**config.mk**
```make
export PLATFORM = sky130hd
export DESIGN_NAME = keylock_gate
export DESIGN_NICKNAME = d
export VERILOG_FILES = /design/src/rtl/keylock_pkg.sv /design/src/rtl/keylock_rst_sync.sv /design/src/rtl/keylock_decode.sv /design/src/rtl/keylock_next.sv /design/src/rtl/keylock_gate.sv
export SDC_FILE = /design/constraint.sdc
export NUM_CORES = 1
export LEC_CHECK = 0
export CORE_UTILIZATION = 20
export CTS_CLUSTER_DIAMETER = 50
export DETAILED_ROUTE_END_ITERATION = 10
export GPL_TIMING_DRIVEN = 0
export PLACE_DENSITY = 0.79
export REMOVE_ABC_BUFFERS = 1
export SYNTH_ARGS = -nofsm -noshare
export SYNTH_HDL_FRONTEND = slang
export SYNTH_SLANG_ARGS = --single-unit
```
**constraint.sdc**
```tcl
create_clock -name clk -period 1.2 [get_ports clk]
set_input_delay 0.24 -clock clk [delete_from_list [all_inputs] [get_ports clk]]
set_output_delay 0.24 -clock clk [all_outputs]
set_load 0.01 [all_outputs]
```
**src/rtl/keylock_pkg.sv**
```systemverilog
package keylock_pkg;
  localparam int unsigned KEY_W      = 16;
  localparam logic [15:0] OPEN_KEY   = 16'hd42f;
  localparam logic [15:0] CLOSE_CODE = 16'h0000;
  localparam int unsigned WIN_BITS   = 3;  // 8-byte window
endpackage

```
**src/rtl/keylock_rst_sync.sv**
```systemverilog
module keylock_rst_sync #(
  parameter int unsigned STAGES = 2
) (
  input  logic clk,
  input  logic rst_n,
  output logic rst_sync_n
);
  logic [STAGES-1:0] chain_q;
  logic [STAGES-1:0] chain_d;

  always_comb chain_d = {chain_q[STAGES-2:0], 1'b1};

  always_ff @(posedge clk or negedge rst_n) begin
    if (!rst_n) chain_q <= '0;
    else        chain_q <= chain_d;
  end

  assign rst_sync_n = chain_q[STAGES-1];
endmodule

```
**src/rtl/keylock_decode.sv**
```systemverilog
module keylock_decode
  import keylock_pkg::*;
#(
  parameter int unsigned ADDR_W = 12,
  parameter logic [ADDR_W-1:0] BASE = 12'h088
) (
  input  logic [ADDR_W-1:0] addr,
  output logic              hit_lock,
  output logic              hit_spare
);
  logic in_win;

  always_comb begin
    in_win    = (addr[ADDR_W-1:WIN_BITS] == BASE[ADDR_W-1:WIN_BITS]);
    hit_lock  = in_win && !addr[2];
    hit_spare = in_win &&  addr[2];
  end
endmodule

```
**src/rtl/keylock_next.sv**
```systemverilog
module keylock_next
  import keylock_pkg::*;
(
  input  logic             wr_lock,
  input  logic [KEY_W-1:0] key_field,
  output logic             upd_en,
  output logic             upd_val
);
  logic is_key;
  logic is_close;

  always_comb begin
    is_key   = (key_field == OPEN_KEY);
    is_close = (key_field == CLOSE_CODE);
    upd_en   = wr_lock && (is_key || is_close);
    upd_val  = is_key;
  end
endmodule

```
**src/rtl/keylock_gate.sv**
```systemverilog
module keylock_gate
  import keylock_pkg::*;
#(
  parameter int unsigned ADDR_W    = 12,
  parameter logic [ADDR_W-1:0] BASE = 12'h088,
  parameter int unsigned NUM_BANKS = 3,
  parameter int unsigned DATA_W    = 32
) (
  input  logic              clk,
  input  logic              rst_n,
  input  logic [ADDR_W-1:0] bus_addr,
  input  logic              bus_wr,
  input  logic [DATA_W-1:0] bus_wdata,
  output logic [DATA_W-1:0] bus_rdata,
  output logic [NUM_BANKS-1:0] mode_we
);
  localparam int unsigned STAT_BIT = DATA_W - 1;

  logic rst_int_n;
  logic hit_lock, hit_spare;
  logic upd_en, upd_val;
  logic open_q, open_d;

  keylock_rst_sync #(.STAGES(2)) u_rst (
    .clk(clk), .rst_n(rst_n), .rst_sync_n(rst_int_n)
  );

  keylock_decode #(.ADDR_W(ADDR_W), .BASE(BASE)) u_dec (
    .addr(bus_addr), .hit_lock(hit_lock), .hit_spare(hit_spare)
  );

  keylock_next u_nxt (
    .wr_lock(bus_wr && hit_lock),
    .key_field(bus_wdata[KEY_W-1:0]),
    .upd_en(upd_en),
    .upd_val(upd_val)
  );

  always_comb open_d = upd_en ? upd_val : open_q;

  always_ff @(posedge clk or negedge rst_int_n) begin
    if (!rst_int_n) open_q <= 1'b0;
    else if (upd_en) open_q <= open_d;
  end

  always_comb begin
    bus_rdata = '0;
    if (hit_lock) bus_rdata[STAT_BIT] = open_q;
    else if (hit_spare) bus_rdata = '0;
  end

  for (genvar b = 0; b < NUM_BANKS; b++) begin : g_bank
    assign mode_we[b] = open_q;
  end
endmodule

```
==> flow_summary.toml <==
[synthesis]
syn_area_per_cell_um2 = 8.133
synth_area_um2 = 455.4
synth_most_common_cell = "buf_4"
synth_warnings = 0
synth_seq_cells = 3
yosysTopAreaCell = "buf_4"
synth_edf_count = 0
ys_seq_area_share_pct = 16.48
synth_top_flop_cell = "dfrtp_1"
synthArstFlopShare_pct = 100.0
synthTopCellsByArea = "buf_4, dfrtp_1, and4b_1, nand4_1, nor4_1"
ys_top_cells_by_count = "buf_4, dfrtp_1"
synth_cell_type_count = 16
synth_top_area_share_pct = 56.04
syn_inst = 56

[layout]
diodes = 0
design_area_um2 = 708.2
fin_cells = 118
drive_above_1_share_pct = 21.98
nets = 139
synthToLayoutAreaGrowth_pct = 55.49

[routing]
drc = 0
wl_per_cell_um = 8.992
drt_iter0_markers = 3
ant_nets = 0
viasPerCell = 3.500
wl_um = 1061
vias = 413
drt_pass1_iterations = 2

[setup_path]
r2r_start = "open_q"
crit_required_ns = 0.96
cp-start-kind = "input port"
arrival_ns = 1.08
r2r_slack_ns = 0.50
timing.rr.end = "open_q"
crit_path_end_kind = "primary output"
critPathKind = "in2out"
r2r_cells = 1
cp_max_fo = 2

[pwr]
p_leak_uw = 0.0003861
p_clk_share_pct = 41.9
swShare_pct = 30.12
p_sw_uw = 129.5
comb_power_share_pct = 33.5
seqPwrFrac_pct = 24.6
pwr_density_cell_mw_per_mm2 = 606.9
internal-power_uw = 300.3
finalPower_uw = 429.8
peakVddDrop_uv = 652.7

[die]
start_util_pct = 22.30
die-width_um = 49.72
fp.dieH_um = 49.72
core_area_mm2 = 0.002042
dieArea_mm2 = 0.002472
ioPinCount = 82
rows = 16

[run_status]
violations = "negative setup slack"
status = "finished with violations"

[clock_network]
h-tree-depth = 1
cts_buffers = 3
clk_pin_slew_ns = 0.03
clock_latency_ns = 0.24
cts_tree = "built"
clk_path_buf_depth = 2
cts-root-buf = "clkbuf_4"
cts_sinks = 3

[global_route]
antenna_found_initial = 0
grtUsageTotal_pct = 8.910
grt_start_max_net_pins = 6
grt_pass1_wl_um = 1559
grt_remaining_overflow = 0
grt_pass1_vias = 378

[timing]
clock_skew_ns = 0.003742
final.period_utilization_pct = 110.2
final_hold_viol_count = 0
max_freq_mhz = 756.1
timing.setup.tns_ns = -0.1225
hold_slack_ns = 0.1682
rsz0062_at_grt = "true"
fin_crit_ns = 1.323
setup_viol_count_final = 1
drv_slew = 0
setup_slack_ns = -0.1225

[placement]
place_congestion = 0.6675
port_buffers = 32
post-dp-hpwl_um = 857
dp.cells = 111
place_area_um2 = 666.9

[flow_run]
drv_cap = 0

[hold_path]
holdCritPathClass = "in2async"
==> state kept, by name, indices dropped and copies added, names as in the netlist <==
| signal | count |
|---|---|
| u_rst.chain_q | 2 |
| open_q | 1 |
==> layout make-up <==
cell class / count / area, µm²
fill: 227 / 1334
clock buffer: 4 / 26.28
tap: 27 / 33.78
timing repair buffer: 35 / 301.5
sequential: 3 / 75.07
multi-input combinational: 49 / 271.5
==> power by group through the flow <==
stage | Combinational [µW] | Sequential [µW] | Clock (µW)
floorplan | 50.4 | 107 | 0
finish | 144 | 106 | 180
global placement | 147 | 107 | 0
global route | 157 | 106 | 191
detailed placement | 148 | 107 | 0
CTS | 133 | 106 | 187
==> worst max-delay path: stages <==
cell and delay (ns):
buf_6 0.10, nor4b_4 0.25, and4b_1 0.25, and2_1 0.12, buf_2 0.13
==> stage by stage <==
step	setup WS, ns	util, %
after floorplan	-0.03466	-
after global placement	-0.8880	32.66
after detailed placement	-0.8794	32.66
after CTS	-0.1728	33.03
after global routing	-0.1521	34.68
final	-0.1225	34.68
==> timing repair <==
item / CTS / global route
endpoints found under the hold margin: 1 / 0
buffers inserted: 1 / 1
pin swaps: 10 / 7
hold buffers: 1 / 0
endpoints found under the setup margin: 5 / 5
gates resized for setup: 43 / 15
cloned: 0 / 0
==> layer usage <==
| layer | wire [µm] | up-vias | GRT usage, % |
|---|---|---|---|
| li1 | - | 191 | - |
| met5 | 0 | - | 0 |
| met1 | 325 | 180 | 7.037 |
| met3 | 107 | 4 | 3.086 |
| met4 | 27 | 0 | 7.143 |
| met2 | 600 | 38 | 17.12 |
==> placed cells by master, fill, tap and decap left out <==
cell | netlist | routed
and3_1 | 1 | 1
buf_6 | 0 | 2
clkbuf_4 | 0 | 3
nand3_1 | 1 | 1
a21o_1 | 1 | 1
nor4_2 | 0 | 2
clkbuf_1 | 0 | 1
buf_4 | 34 | 2
and2_1 | 1 | 1
nor4b_4 | 0 | 1
dlygate4sd2_1 | 0 | 7
clkbuf_2 | 0 | 3
conb_1 | 2 | 32
or4_4 | 1 | 1
clkdlybuf4s50_1 | 0 | 10
nand2_1 | 1 | 1
buf_2 | 0 | 5
nor3_1 | 2 | 2
and4b_1 | 2 | 2
dlygate4sd3_1 | 0 | 1
dfrtp_1 | 3 | 3
nand4_1 | 2 | 2
nor2_1 | 1 | 1
dlymetal6s2s_1 | 0 | 1
nor3_4 | 0 | 1
clkdlybuf4s15_1 | 0 | 4
==> cell families after synthesis <==
family          count (synthesis)  share of synthesized area, %
compound gates                  1                         1.649
other cells                     2                         1.649
simple gates                   16                         24.17
buf+inv                        34                         56.04
flops                           3                         16.48
==> worst max path at each step <==
stage	from	end	slack, ns	cells past startpoint
global route	bus_addr[6]	bus_rdata[31]	-0.15	5
detailed placement	bus_addr[4]	bus_rdata[31]	-0.88	5
CTS	bus_addr[6]	bus_rdata[31]	-0.17	5
global placement	bus_addr[4]	bus_rdata[31]	-0.89	5
floorplan	bus_wdata[1]	open_q	-0.03	4
finish	bus_addr[6]	bus_rdata[31]	-0.12	5
No activity file was read; power rests on OpenSTA's default activity.
